## src/rtl/pnmf_pkg.sv

```systemverilog
package pnmf_pkg;

    // Encoded symbol decision: hit = a decision was made, sym = 1 for +1
    typedef struct packed {
        logic hit;
        logic sym;
    } dec_t;

    // Number of taps whose weight is -1 (pattern bit = 0)
    function automatic int count_neg(input int taps, input logic [63:0] pat);
        int n;
        n = 0;
        for (int j = 0; j < taps; j++) begin
            if (!pat[j]) n++;
        end
        return n;
    endfunction

    // Bit offset of tree level l inside the flat node vector
    function automatic int lvl_off(input int sw, input int levels, input int l);
        int o;
        o = 0;
        for (int k = 1; k < l; k++) begin
            o += (2 ** (levels - k)) * (sw + k);
        end
        return o;
    endfunction

endpackage

```

## src/rtl/pnmf_chain.sv

```systemverilog
module pnmf_chain #(
    parameter int SW = 8,
    parameter int TAPS = 15,
    parameter logic [TAPS-1:0] PATTERN = 15'b100111010011011,
    parameter int NLEAF = 16
) (
    input  logic                  clk,
    input  logic                  rst,
    input  logic [SW-1:0]         smp_i,
    input  logic                  vld_i,
    output logic [NLEAF*SW-1:0]   leaves_o,
    output logic                  vld_o
);
    localparam int CW  = $clog2(TAPS + 1);
    localparam int NEG = pnmf_pkg::count_neg(TAPS, 64'(PATTERN));

    typedef struct packed {
        logic [TAPS-1:0][SW-1:0] tap;
        logic [CW-1:0]           fill;
        logic                    vld;
    } chain_t;

    chain_t s_d, s_q;

    // Window shifts only on qualified samples; fill saturates at TAPS
    always_comb begin
        s_d     = s_q;
        s_d.vld = 1'b0;
        if (vld_i) begin
            s_d.tap = {s_q.tap[TAPS-2:0], smp_i};
            if (s_q.fill != CW'(TAPS)) begin
                s_d.fill = s_q.fill + 1'b1;
            end
            if (s_q.fill >= CW'(TAPS - 1)) begin
                s_d.vld = 1'b1;
            end
        end
    end

    always_ff @(posedge clk) begin
        if (rst) begin
            s_q <= '0;
        end else begin
            s_q <= s_d;
        end
    end

    // Leaf j < TAPS: tap j, inverted for a -1 weight.
    // Leaf TAPS: correction constant. Remaining leaves: zero.
    for (genvar j = 0; j < NLEAF; j++) begin : g_leaf
        if (j < TAPS) begin : g_tap
            if (PATTERN[j]) begin : g_pos
                assign leaves_o[j*SW +: SW] = s_q.tap[j];
            end else begin : g_neg
                assign leaves_o[j*SW +: SW] = ~s_q.tap[j];
            end
        end else if (j == TAPS) begin : g_fix
            assign leaves_o[j*SW +: SW] = SW'(NEG);
        end else begin : g_pad
            assign leaves_o[j*SW +: SW] = '0;
        end
    end

    assign vld_o = s_q.vld;

endmodule

```

## src/rtl/pnmf_tree.sv

```systemverilog
module pnmf_tree #(
    parameter int SW = 8,
    parameter int LEVELS = 4
) (
    input  logic                        clk,
    input  logic                        rst,
    input  logic [(2**LEVELS)*SW-1:0]   leaves_i,
    input  logic                        vld_i,
    output logic [SW+LEVELS-1:0]        sum_o,
    output logic                        vld_o
);
    localparam int OW       = SW + LEVELS;
    localparam int TOT      = pnmf_pkg::lvl_off(SW, LEVELS, LEVELS + 1);
    localparam int ROOT_OFF = pnmf_pkg::lvl_off(SW, LEVELS, LEVELS);

    logic [TOT-1:0]    node_d, node_q;
    logic [LEVELS-1:0] vld_d, vld_q;

    // Level l holds 2**(LEVELS-l) nodes of SW+l bits; each adds two
    // sign-extended children from the level below.
    for (genvar l = 1; l <= LEVELS; l++) begin : g_lvl
        localparam int W    = SW + l;
        localparam int N    = 2 ** (LEVELS - l);
        localparam int OFF  = pnmf_pkg::lvl_off(SW, LEVELS, l);
        localparam int POFF = pnmf_pkg::lvl_off(SW, LEVELS, l - 1);
        for (genvar i = 0; i < N; i++) begin : g_node
            logic [W-2:0] op_a, op_b;
            if (l == 1) begin : g_from_leaf
                assign op_a = leaves_i[(2*i)*SW +: SW];
                assign op_b = leaves_i[(2*i+1)*SW +: SW];
            end else begin : g_from_node
                assign op_a = node_q[POFF + (2*i)*(W-1) +: W-1];
                assign op_b = node_q[POFF + (2*i+1)*(W-1) +: W-1];
            end
            assign node_d[OFF + i*W +: W] = {op_a[W-2], op_a} + {op_b[W-2], op_b};
        end
    end

    always_comb begin
        vld_d = LEVELS'({vld_q, vld_i});
    end

    always_ff @(posedge clk) begin
        if (rst) begin
            node_q <= '0;
            vld_q  <= '0;
        end else begin
            node_q <= node_d;
            vld_q  <= vld_d;
        end
    end

    assign sum_o = node_q[ROOT_OFF +: OW];
    assign vld_o = vld_q[LEVELS-1];

endmodule

```

## src/rtl/pnmf_detect.sv

```systemverilog
module pnmf_detect #(
    parameter int W = 12
) (
    input  logic         clk,
    input  logic         rst,
    input  logic [W-1:0] sum_i,
    input  logic         vld_i,
    input  logic [W-1:0] thr_i,
    output logic         vld_o,
    output logic         hit_o,
    output logic         sym_o
);
    typedef struct packed {
        logic [W-1:0]     thr;
        logic             vld;
        pnmf_pkg::dec_t   dec;
    } det_t;

    det_t s_d, s_q;
    logic signed [W:0] sum_x, thr_x, thr_n;

    // Compare one bit wider so negating the most negative threshold is safe
    always_comb begin
        sum_x   = signed'({sum_i[W-1], sum_i});
        thr_x   = signed'({s_q.thr[W-1], s_q.thr});
        thr_n   = -thr_x;
        s_d     = s_q;
        s_d.thr = thr_i;
        s_d.vld = vld_i;
        s_d.dec = '0;
        if (vld_i) begin
            if (sum_x >= thr_x) begin
                s_d.dec = '{hit: 1'b1, sym: 1'b1};
            end else if (sum_x <= thr_n) begin
                s_d.dec = '{hit: 1'b1, sym: 1'b0};
            end
        end
    end

    always_ff @(posedge clk) begin
        if (rst) begin
            s_q <= '0;
        end else begin
            s_q <= s_d;
        end
    end

    assign vld_o = s_q.vld;
    assign hit_o = s_q.dec.hit;
    assign sym_o = s_q.dec.sym;

endmodule

```

## src/rtl/pn_match_filter.sv

```systemverilog
module pn_match_filter #(
    parameter int SW = 8,
    parameter int TAPS = 15,
    parameter logic [TAPS-1:0] PATTERN = 15'b100111010011011
) (
    input  logic                            clk,
    input  logic                            rst,
    input  logic [SW-1:0]                   smp_i,
    input  logic                            smp_vld_i,
    input  logic [SW+$clog2(TAPS+1)-1:0]    thresh_i,
    output logic [SW+$clog2(TAPS+1)-1:0]    sum_o,
    output logic                            sum_vld_o,
    output logic                            dec_vld_o,
    output logic                            dec_hit_o,
    output logic                            dec_sym_o
);
    localparam int LEVELS = $clog2(TAPS + 1);
    localparam int NLEAF  = 2 ** LEVELS;
    localparam int OW     = SW + LEVELS;

    logic [NLEAF*SW-1:0] leaves;
    logic                win_vld;
    logic [OW-1:0]       tree_sum;
    logic                tree_vld;

    pnmf_chain #(
        .SW(SW), .TAPS(TAPS), .PATTERN(PATTERN), .NLEAF(NLEAF)
    ) u_chain (
        .clk(clk), .rst(rst), .smp_i(smp_i), .vld_i(smp_vld_i),
        .leaves_o(leaves), .vld_o(win_vld)
    );

    pnmf_tree #(
        .SW(SW), .LEVELS(LEVELS)
    ) u_tree (
        .clk(clk), .rst(rst), .leaves_i(leaves), .vld_i(win_vld),
        .sum_o(tree_sum), .vld_o(tree_vld)
    );

    pnmf_detect #(
        .W(OW)
    ) u_detect (
        .clk(clk), .rst(rst), .sum_i(tree_sum), .vld_i(tree_vld),
        .thr_i(thresh_i), .vld_o(dec_vld_o), .hit_o(dec_hit_o),
        .sym_o(dec_sym_o)
    );

    assign sum_o     = tree_sum;
    assign sum_vld_o = tree_vld;

endmodule

```

## config.mk

```make
export PLATFORM = sky130hd
export DESIGN_NAME = pn_match_filter
export DESIGN_NICKNAME = d
export VERILOG_FILES = /design/src/rtl/pnmf_pkg.sv /design/src/rtl/pnmf_chain.sv /design/src/rtl/pnmf_tree.sv /design/src/rtl/pnmf_detect.sv /design/src/rtl/pn_match_filter.sv
export SDC_FILE = /design/constraint.sdc
export NUM_CORES = 1
export LEC_CHECK = 0
export ABC_AREA = 1
export BUFFER_PORTS_ARGS = -buffer_cell sky130_fd_sc_hd__buf_2
export CAP_MARGIN = 20
export CORE_MARGIN = 3
export CORE_UTILIZATION = 55
export CTS_CLUSTER_DIAMETER = 150
export DETAILED_ROUTE_END_ITERATION = 16
export PLACE_DENSITY = 0.71
export SLEW_MARGIN = 20
export SYNTH_ARGS = -nofsm -noshare
export SYNTH_HDL_FRONTEND = slang
export SYNTH_SLANG_ARGS = --single-unit
```

## constraint.sdc

```tcl
create_clock -name clk -period 2.5 [get_ports clk]
set_input_delay 0.125 -clock clk [delete_from_list [all_inputs] [get_ports clk]]
set_output_delay 0.125 -clock clk [all_outputs]
set_load 0.01 [all_outputs]
```

==> impl_metrics.toml, run 1 <==
[critical_path]
rr_endpoint = "u_detect.hit_o"
path_delay_family = "simple AND/OR/NAND/NOR gates"
worstPathRequired_ns = 2.94
crit_path_max_fanout = 3
r2r_start = "u_detect.s_q[4]"
crit_type = "flop to flop"
arrival_ns = 2.79
reg2regPathDepth = 19
crit_path_max_incr_delay_ns = 0.34
startpoint_type = "flop"
cp-end-kind = "flop"
critPathSlowestCell = "dfxtp_2"
crit_chain = "inv_2, ha_4, nand3_4, nor2_4, nand2_2, nor3_4, buf_4, xor2_1, ha_1, nand2_1, inv_2, nand2_1, nand2_1, a21oi_2, nand2_1, nand2_1, nand3_1, nand2_1, nand2_1"
ff2ff_setup_slack_ns = 0.15
crit_top_cell = "nand2_1"
critPathBufInv = 3

[timing]
min_period_ns = 2.35
slew_headroom_pct = 35.9
fmax_ghz = 0.425
worst_slew_pin_slew_ns = 0.961
hold_slack_ns = 0.0624
finClkSkew_ns = 0.00703
post-route-period-util_pct = 94.1
rsz0062_at_grt = "yes"
hold_viol = 0
maxSlewViolCount = 0
finalSetupViolations = 0
final.setup.worst_slack_ns = 0.147

[synthesis]
synth_fa_ha_area_share_pct = 15.0
yosys_warnings = 0
synth_compound_area_share_pct = 19.0
synth-simple-area-share_pct = 16.6
synth_area_leaders = "dfxtp_1 (40%), ha_1 (13%), a21oi_1 (9.3%)"
yosys.area.top_type = "dfxtp_1"
syn_area_um2 = 14400
avgSynthCellArea_um2 = 7.76
muxShareOfSynthArea_pct = 0
synth_top_cell_area_share_pct = 40.2
synthCells = 1862
synth_ff_type = "dfxtp_1"
synth_top_family_by_area = "compound AO/OA/AOI/OAI gates"
async_reset_ff_share_pct = 0
synth_cell_types = 37
ys_seq_area_share_pct = 40.2
synth_edf_count = 0
syn-num-nets = 2050
ys_seq_elements = 290
synth_xor_area_share_pct = 0.425

[power_and_ir_drop]
p_switching_mw = 3.90
ir_worst_vdd_v = 0.000710
pwr-share-clk_pct = 37.4
p_leak_nw = 7.78
p_comb_share_pct = 21.5
powerDensity_nw_per_um2 = 821
swShare_pct = 29.3
intPower_mw = 9.39
finalPower_mw = 13.3
p_seq_share_pct = 41.1

[detailed_routing]
first_iter_violations = 782
routedWlPerCell_um = 12.9
vias = 11800
ant_nets = 0
drc = 0
drtPass1Iterations = 5
wirelength_um = 29000
via_per_inst = 5.26

[final_layout]
multi_input_area_um2 = 7410
fill_cells = 2196
utilization_pct = 63.6
syn2layout_area_growth_pct = 12.2
drive_above_1_share_pct = 6.57
layout.cells.non_filler = 2249
nets = 2083
n_antenna_cell = 0
register_area_um2 = 5810

[floorplan]
coreArea_um2 = 25500
boundaryPins = 39
die_w_um = 168
die-area_um2 = 28200
num_rows = 58
die_h_um = 168
initial_utilization_pct = 56.7

[worst_hold_path]
min_from = "rst"
hold_class = "primary input to flop"
whs_path_depth = 4
min_to = "u_tree.node_q[34]"

[placed_design]
numPlacedInstances = 2168
gp_congestion = 0.857
portBuffers = 38
dpl.hpwl_um = 19800
place_ws_ns = 0.0724

[clock_tree]
clk_latency_ns = 0.54
cts_buffers = 31
clockBufferDepth = 3
htree_levels = 1
clock-sinks = 290
path_clk_slew_ns = 0.06
cts_tree = "yes"
root_buffer = "clkbuf_16"

[grt]
grt_use_total_pct = 20.6
grt_pass1_wl_um = 50900
grt_overflow = 0
antenna_found_initial = 0
grt_max_degree = 144
grt_pass1_vias = 11200

[outcome]
status = "finished clean"

[run]
maxCapViolations = 0
==> repair_timing <==
item,4_1_cts,5_1_grt
hold buffers,20,0
gates resized for setup,0,15
setup endpoints to repair,0,1
setup buffers,0,4
hold endpoints to repair,20,0
==> cell usage after synthesis, drive strengths merged, types with 18 or more instances <==
cell type / count
nor3: 19
nand3: 91
nor2: 211
dfxtp: 290
o21ai: 194
ha: 151
clkbuf: 26
buf: 43
inv: 243
o21a: 18
nand4: 21
nand2: 226
a21oi: 269
==> final cells by class <==
class,count,share of cell area [%]
flip-flops and latches,290,35.9
clock inverters,15,1.58
clock buffers,42,5.35
multi-input cells,1259,45.7
well taps,330,2.55
repair buffers,69,3.24
inverters,244,5.68
==> tightest hold or removal path, stage by stage <==
cell     delay [ns]
buf_2          0.12
inv_4          0.15
nand2_1        0.12
nor2_1         0.03
==> layout by cell type, fill, tap and decap left out, drive strengths merged, types with 8 or more instances in the layout <==
| cell type | netlist | layout |
|---|---|---|
| a211oi | 8 | 8 |
| a21o | 8 | 8 |
| a21oi | 269 | 269 |
| buf | 43 | 49 |
| clkbuf | 26 | 42 |
| dfxtp | 290 | 290 |
| dlygate4sd3 | 0 | 20 |
| fa | 14 | 14 |
| ha | 151 | 151 |
| inv | 243 | 245 |
| nand2 | 226 | 226 |
| nand3 | 91 | 91 |
| nand4 | 21 | 21 |
| nor2 | 211 | 211 |
| nor3 | 19 | 19 |
| o21a | 18 | 18 |
| o21ai | 194 | 194 |
==> state kept, by name, indices dropped and copies added (netlist names) <==
name / count
u_chain.leaves_o: 72
u_chain.s_q: 52
u_chain.vld_o: 1
u_detect.hit_o: 1
u_detect.s_q: 12
u_detect.sym_o: 1
u_detect.vld_o: 1
u_tree.node_q: 146
u_tree.vld_q: 4
==> worst max-delay path by stage <==
stage	slack, ns	to	cells after the start	startpoint
floorplan	0.36	u_detect.hit_o	19	u_detect.s_q[4]
global placement	0.14	u_detect.hit_o	19	u_detect.s_q[4]
detailed placement	0.07	u_detect.hit_o	19	u_detect.s_q[4]
CTS	0.04	u_detect.hit_o	19	u_detect.s_q[4]
global route	-0.11	u_detect.hit_o	19	u_detect.s_q[4]
finish	0.15	u_detect.hit_o	19	u_detect.s_q[4]
==> metrics by stage <==
step | cell area (um2) | TNS, ns
2_1_floorplan | 14400 | 0
3_3_place_gp | 14800 | 0
3_5_place_dp | 14800 | 0
4_1_cts | 16100 | 0
5_1_grt | 16200 | -0.107
6_report | 16200 | 0
==> metal layers <==
metal	vias to the layer above	part of all wire, %	global-route usage (%)
met5	-	0	0
met4	0	1.6	4.62
met3	42	3.5	2.93
met2	157	45	33.7
met1	5365	50	29.0
li1	6274	-	-
==> power by group through the flow <==
stage	Combinational (mW)	Clock [mW]	Sequential, mW
after CTS	2.84	5.07	5.47
final	2.86	4.97	5.46
after global placement	2.72	0	5.56
after floorplan	2.29	0	5.44
after detailed placement	2.78	0	5.56
after global routing	3.34	5.27	5.51
==> cell families (layout without fill, tap and decap cells) <==
| kind of cell | count (synthesis) | count (layout) |
|---|---|---|
| adders and majority gates | 165 | 165 |
| buffers and inverters | 313 | 370 |
| AOI/OAI and AO/OA | 518 | 518 |
| and+or+nand+nor | 569 | 569 |
| xor gates and xnor gates | 7 | 7 |
| DFF | 290 | 290 |
Power figures use the tool's default switching activity.
==> inputs of run 2 (changes only) <==
--- a/config.mk
+++ b/config.mk
@@ -12,6 +12,7 @@
 export CORE_UTILIZATION = 55
 export CTS_CLUSTER_DIAMETER = 150
 export DETAILED_ROUTE_END_ITERATION = 16
+export MAX_ROUTING_LAYER = met4
 export PLACE_DENSITY = 0.71
 export SLEW_MARGIN = 20
 export SYNTH_ARGS = -nofsm -noshare
==> run 2 against run 1 <==
Setup slack better by 0.11 ns; routed wire length down 0.54%; sequential share of layout area grew 0.13 points; final cell count hardly changed.
==> impl_metrics.toml, run 2 (synthesized netlist as in run 1, its figures left out) <==
[power_and_ir_drop]
ir_worst_vdd_v = 0.000532
intPower_mw = 9.12
p_comb_share_pct = 22.0
finalPower_mw = 13.0
pwr-share-clk_pct = 35.9
swShare_pct = 29.7
p_seq_share_pct = 42.1
powerDensity_nw_per_um2 = 804
p_switching_mw = 3.86
p_leak_nw = 7.76

[detailed_routing]
drc = 0
vias = 11800
drtPass1Iterations = 5
routedWlPerCell_um = 12.8
ant_nets = 0
wirelength_um = 28800
via_per_inst = 5.24
first_iter_violations = 706

[timing]
min_period_ns = 2.24
slew_headroom_pct = 37.3
finClkSkew_ns = 0.00839
hold_viol = 0
maxSlewViolCount = 0
worst_slew_pin_slew_ns = 0.940
finalSetupViolations = 0
fmax_ghz = 0.446
post-route-period-util_pct = 89.8
hold_slack_ns = 0.0347
setup_tns_ns = 0

[placed_design]
gp_congestion = 0.862
numPlacedInstances = 2170
portBuffers = 38
dpl.hpwl_um = 20000

[run]
maxCapViolations = 0

[critical_path]
crit_top_cell = "nand2_1"
crit_path_max_fanout = 4
rr_endpoint = "u_detect.hit_o"
critPathBufInv = 2
crit_chain = "inv_2, ha_4, nand3_2, nor2_2, nand2_2, nor3_4, nand3_2, nand2_1, ha_1, nand2_1, inv_1, nand2_1, nand2_1, a21oi_2, nand2_1, nand2_1, nand3_1, nand2_1, nand2_1"
r2r_start = "u_detect.s_q[3]"
cp-end-kind = "flop"
crit_path_max_incr_delay_ns = 0.34
path_delay_family = "simple AND/OR/NAND/NOR gates"
startpoint_type = "flop"
worstPathRequired_ns = 2.95
critPathSlowestCell = "dfxtp_2"
ff2ff_setup_slack_ns = 0.26
reg2regPathDepth = 19
crit_type = "flop to flop"
arrival_ns = 2.69

[final_layout]
largest_register = "u_tree.node_q"
utilization_pct = 63.3
layout_common_cells = "dfxtp_1 (288), a21oi_1 (267), inv_1 (238)"
n_antenna_cell = 0
nets = 2085
final_common_cell = "dfxtp_1"
layout.cells.non_filler = 2251
drive_above_1_share_pct = 6.56
largest_reg_flops = 146
syn2layout_area_growth_pct = 11.7

[floorplan]
die_h_um = 168
initial_utilization_pct = 56.7
coreArea_um2 = 25500
die-area_um2 = 28200
die_w_um = 168
boundaryPins = 39
num_rows = 58

[grt]
grt_use_total_pct = 20.8
grt_pass1_wl_um = 49700
grt_pass1_vias = 10800
antenna_found_initial = 0
grt_max_degree = 80
grt_overflow = 0

[clock_tree]
clk_latency_ns = 0.55
cts_tree = "yes"
root_buffer = "clkbuf_16"
cts_buffers = 31
clock-sinks = 290
htree_levels = 1
path_clk_slew_ns = 0.06
clockBufferDepth = 3

[worst_hold_path]
whs_path_depth = 4
min_from = "rst"
min_to = "u_tree.node_q[120]"
hold_class = "primary input to flop"

[outcome]
status = "finished clean"
## run 2: cell types whose count changed in the layout (fill, tap and decap cells not counted), sizes merged
cell         previous run  this run
clkinv                  6         8
buf                    49        50
bufinv                  7         4
clkbuf                 42        44
dlygate4sd3            20        21
clkinvlp                1         0
## run 2: worst min-delay path, delay by kind of cell
family / cells / cell delay [ns]
AND/OR/NAND/NOR: 2 / 0.14
buffers and inverters: 2 / 0.26
## run 2: layer usage
layer | global-route usage (%) | vias to the layer above | wire length [um]
met5 | - | - | 0
met4 | 4.52 | 0 | 448
met3 | 2.54 | 43 | 993
met2 | 34.0 | 162 | 13200
met1 | 28.1 | 5319 | 14200
li1 | - | 6280 | -
## run 2: repair_timing
item                                    CTS  global route
endpoints found under the hold margin    32             0
hold buffers                             21             0
resized for setup                         0            12
setup buffers                             0             3
endpoints found under the setup margin    0             1
## run 2: final cells by class
| type | count | area, um2 |
|---|---|---|
| fillers | 2235 | 9340 |
| multi-input cells | 1259 | 7410 |
| flip-flops and latches | 290 | 5810 |
| inverters | 244 | 921 |
| clock buffers | 44 | 885 |
| repair buffers | 71 | 531 |
| well taps | 330 | 413 |
| clock inverters | 13 | 169 |
## run 2: worst max path at each step
stage	endpoint	slack, ns	depth (start not counted)	startpoint
4_1_cts	u_detect.hit_o	0.1	19	u_detect.s_q[4]
3_3_place_gp	u_detect.hit_o	0.14	19	u_detect.s_q[4]
3_5_place_dp	u_detect.hit_o	0.11	19	u_detect.s_q[4]
5_1_grt	u_detect.hit_o	-0.02	19	u_detect.s_q[3]
6_report	u_detect.hit_o	0.26	19	u_detect.s_q[3]
2_1_floorplan	u_detect.hit_o	0.36	19	u_detect.s_q[4]
## run 2: power by group through the flow
stage               sequential (mW)  clock (mW)  combinational (mW)
finish                         5.47        4.65                2.85
global placement               5.56           0                2.72
CTS                            5.47        4.78                2.84
floorplan                      5.44           0                2.29
detailed placement             5.57           0                2.77
global route                   5.52        4.98                3.32
## run 2: per-stage QoR
stage                     instance area [um2]  setup slack, ns
after detailed placement                14800            0.107
final                                   16100            0.256
after global placement                  14800            0.144
after global routing                    16100          -0.0209
after CTS                               16100           0.0971
after floorplan                         14400            0.360
==> inputs of run 3 (changes only) <==
--- a/config.mk
+++ b/config.mk
@@ -9,11 +9,11 @@
 export BUFFER_PORTS_ARGS = -buffer_cell sky130_fd_sc_hd__buf_2
 export CAP_MARGIN = 20
 export CORE_MARGIN = 3
-export CORE_UTILIZATION = 55
+export CORE_UTILIZATION = 60
 export CTS_CLUSTER_DIAMETER = 150
 export DETAILED_ROUTE_END_ITERATION = 16
 export MAX_ROUTING_LAYER = met4
-export PLACE_DENSITY = 0.71
+export PLACE_DENSITY = 0.76
 export SLEW_MARGIN = 20
 export SYNTH_ARGS = -nofsm -noshare
 export SYNTH_HDL_FRONTEND = slang
==> run 3 against run 2 <==
Clock-buffer cell count shrank 5; clock power grew 7.5%; die area shrank 8.0%; critical path depth grew 1; non-clock buffer count shrank 6; hold slack gained 0.0089 ns; cell area is essentially flat; sequential power is essentially flat; first-iteration DRC count grew 1.6%; critical path type unchanged.
==> impl_metrics.toml, run 3 (synthesized netlist as in run 1, its figures left out) <==
[placed_design]
gp_congestion = 0.859
dpl.hpwl_um = 20000
portBuffers = 38
place_area_um2 = 14800

[final_layout]
largest_reg_flops = 146
final_area_um2 = 16100
nets = 2078
syn2layout_area_growth_pct = 11.8
layout_common_cells = "dfxtp_1 (288), a21oi_1 (267), inv_1 (238)"
largest_register = "u_tree.node_q"
n_antenna_cell = 0
drive_above_1_share_pct = 6.43
final_common_cell = "dfxtp_1"
fill_cells = 2008

[floorplan]
boundaryPins = 39
coreArea_um2 = 23500
die-area_um2 = 26000
num_rows = 56
initial_utilization_pct = 61.3
die_h_um = 161
die_w_um = 161

[power_and_ir_drop]
p_leak_nw = 7.76
ir_worst_vdd_v = 0.000616
intPower_mw = 9.45
p_seq_share_pct = 41.1
p_switching_mw = 3.87
pwr-share-clk_pct = 37.6
swShare_pct = 29.1
p_comb_share_pct = 21.3
powerDensity_nw_per_um2 = 825

[timing]
fmax_ghz = 0.441
setup_tns_ns = 0
slew_headroom_pct = 57.4
maxSlewViolCount = 0
worst_slew_pin_slew_ns = 0.639
rsz0062_at_grt = "no"
finClkSkew_ns = 0.00766
hold_slack_ns = 0.0436
hold_viol = 0
min_period_ns = 2.27
finalSetupViolations = 0
post-route-period-util_pct = 90.7

[critical_path]
cp-end-kind = "flop"
arrival_ns = 2.71
crit_path_max_fanout = 3
startpoint_type = "flop"
crit_type = "flop to flop"
worstPathRequired_ns = 2.94

[grt]
grt_use_total_pct = 23.4
grt_overflow = 0
grt_pass1_wl_um = 51400
antenna_found_initial = 0
grt_pass1_vias = 11500
grt_max_degree = 100

[detailed_routing]
drc = 0
wirelength_um = 29000
first_iter_violations = 717
routedWlPerCell_um = 13.0
drtPass1Iterations = 5
ant_nets = 0
via_per_inst = 5.32
vias = 11900

[run]
maxCapViolations = 0

[clock_tree]
path_clk_slew_ns = 0.06
cts_setup_buffers = 0
root_buffer = "clkbuf_16"
cts_buffers = 30
htree_levels = 1
clock-sinks = 290
cts_tree = "yes"
clockBufferDepth = 3
clk_latency_ns = 0.54

[outcome]
status = "finished clean"

[worst_hold_path]
hold_class = "primary input to flop"
run 3: cell count changes in the layout (fill, tap and decap cells not counted), sizes merged:
cell and change:
dlygate4sd3 -1, clkinv -1, bufinv +4, clkbuf -5
buf -5, inv -1, clkinvlp +2
run 3: through the flow:
stage / util, % / cells / total power [mW] / setup WS, ns
floorplan: - / 1862 / 7.72 / 0.360
global placement: 62.7 / 2157 / 8.26 / 0.163
detailed placement: 62.7 / 2157 / 8.34 / 0.130
CTS: 68.4 / 2233 / 13.4 / 0.110
global route: 68.6 / 2233 / 14.1 / 0.0210
finish: 68.6 / 2233 / 13.3 / 0.231
run 3: routing by layer:
| metal | global-route usage [%] | routed length, um |
|---|---|---|
| met1 | 30.9 | 14200 |
| met2 | 38.9 | 13300 |
| met3 | 2.90 | 1010 |
| met4 | 5.08 | 430 |
| met5 | - | 0 |
run 3: repair_timing:
| item | 4_1_cts | 5_1_grt |
|---|---|---|
| hold buffers | 20 | 0 |
| gates resized for setup | 0 | 12 |
| endpoints found under the hold margin | 20 | 0 |
| endpoints found under the setup margin | 0 | 1 |
run 3: worst max-delay path, cell delays in order, from the launching register on:
cell     delay (ns)
dfxtp_2        0.34
inv_2          0.07
ha_4           0.14
nand3_2        0.10
nor2_2         0.10
nand2_2        0.08
nor3_4         0.22
nand2_1        0.07
nand2_1        0.06
nand2_1        0.05
ha_1           0.30
nand2_1        0.08
nand2_1        0.05
nand2_1        0.05
nand2_1        0.06
a21oi_2        0.12
nand2_1        0.06
nand2_1        0.05
nand3_1        0.06
nand2_1        0.06
nand2_1        0.04
run 3: area by class of cell:
class / count / area, um2 / area share, %
Sequential cell: 290 / 5810 / 36.0
Timing Repair Buffer: 65 / 483 / 2.99
Clock buffer: 39 / 846 / 5.24
Inverter: 244 / 921 / 5.70
Tap cell: 319 / 399 / 2.47
Clock inverter: 17 / 290 / 1.80
Multi-Input combinational cell: 1259 / 7400 / 45.8
run 3: path summary, 6_finish.rpt:
| kind | start | end | slack (ns) | cells after the start |
|---|---|---|---|---|
| setup / recovery | u_detect.s_q[3] | u_detect.hit_o | 0.23 | 20 |
| hold / removal | smp_vld_i | u_chain.s_q[60] | 0.04 | 2 |
| setup reg to reg | u_detect.s_q[3] | u_detect.hit_o | 0.23 | 20 |
| hold reg to reg | u_tree.vld_q[2] | u_tree.vld_q[3] | 0.41 | 2 |
run 3: power groups by stage:
stage               Clock [mW]  Sequential, mW  Combinational, mW
floorplan                    0            5.44               2.29
global placement             0            5.56               2.71
detailed placement           0            5.57               2.77
CTS                       5.09            5.47               2.83
global route              5.30            5.52               3.33
finish                    5.00            5.47               2.84
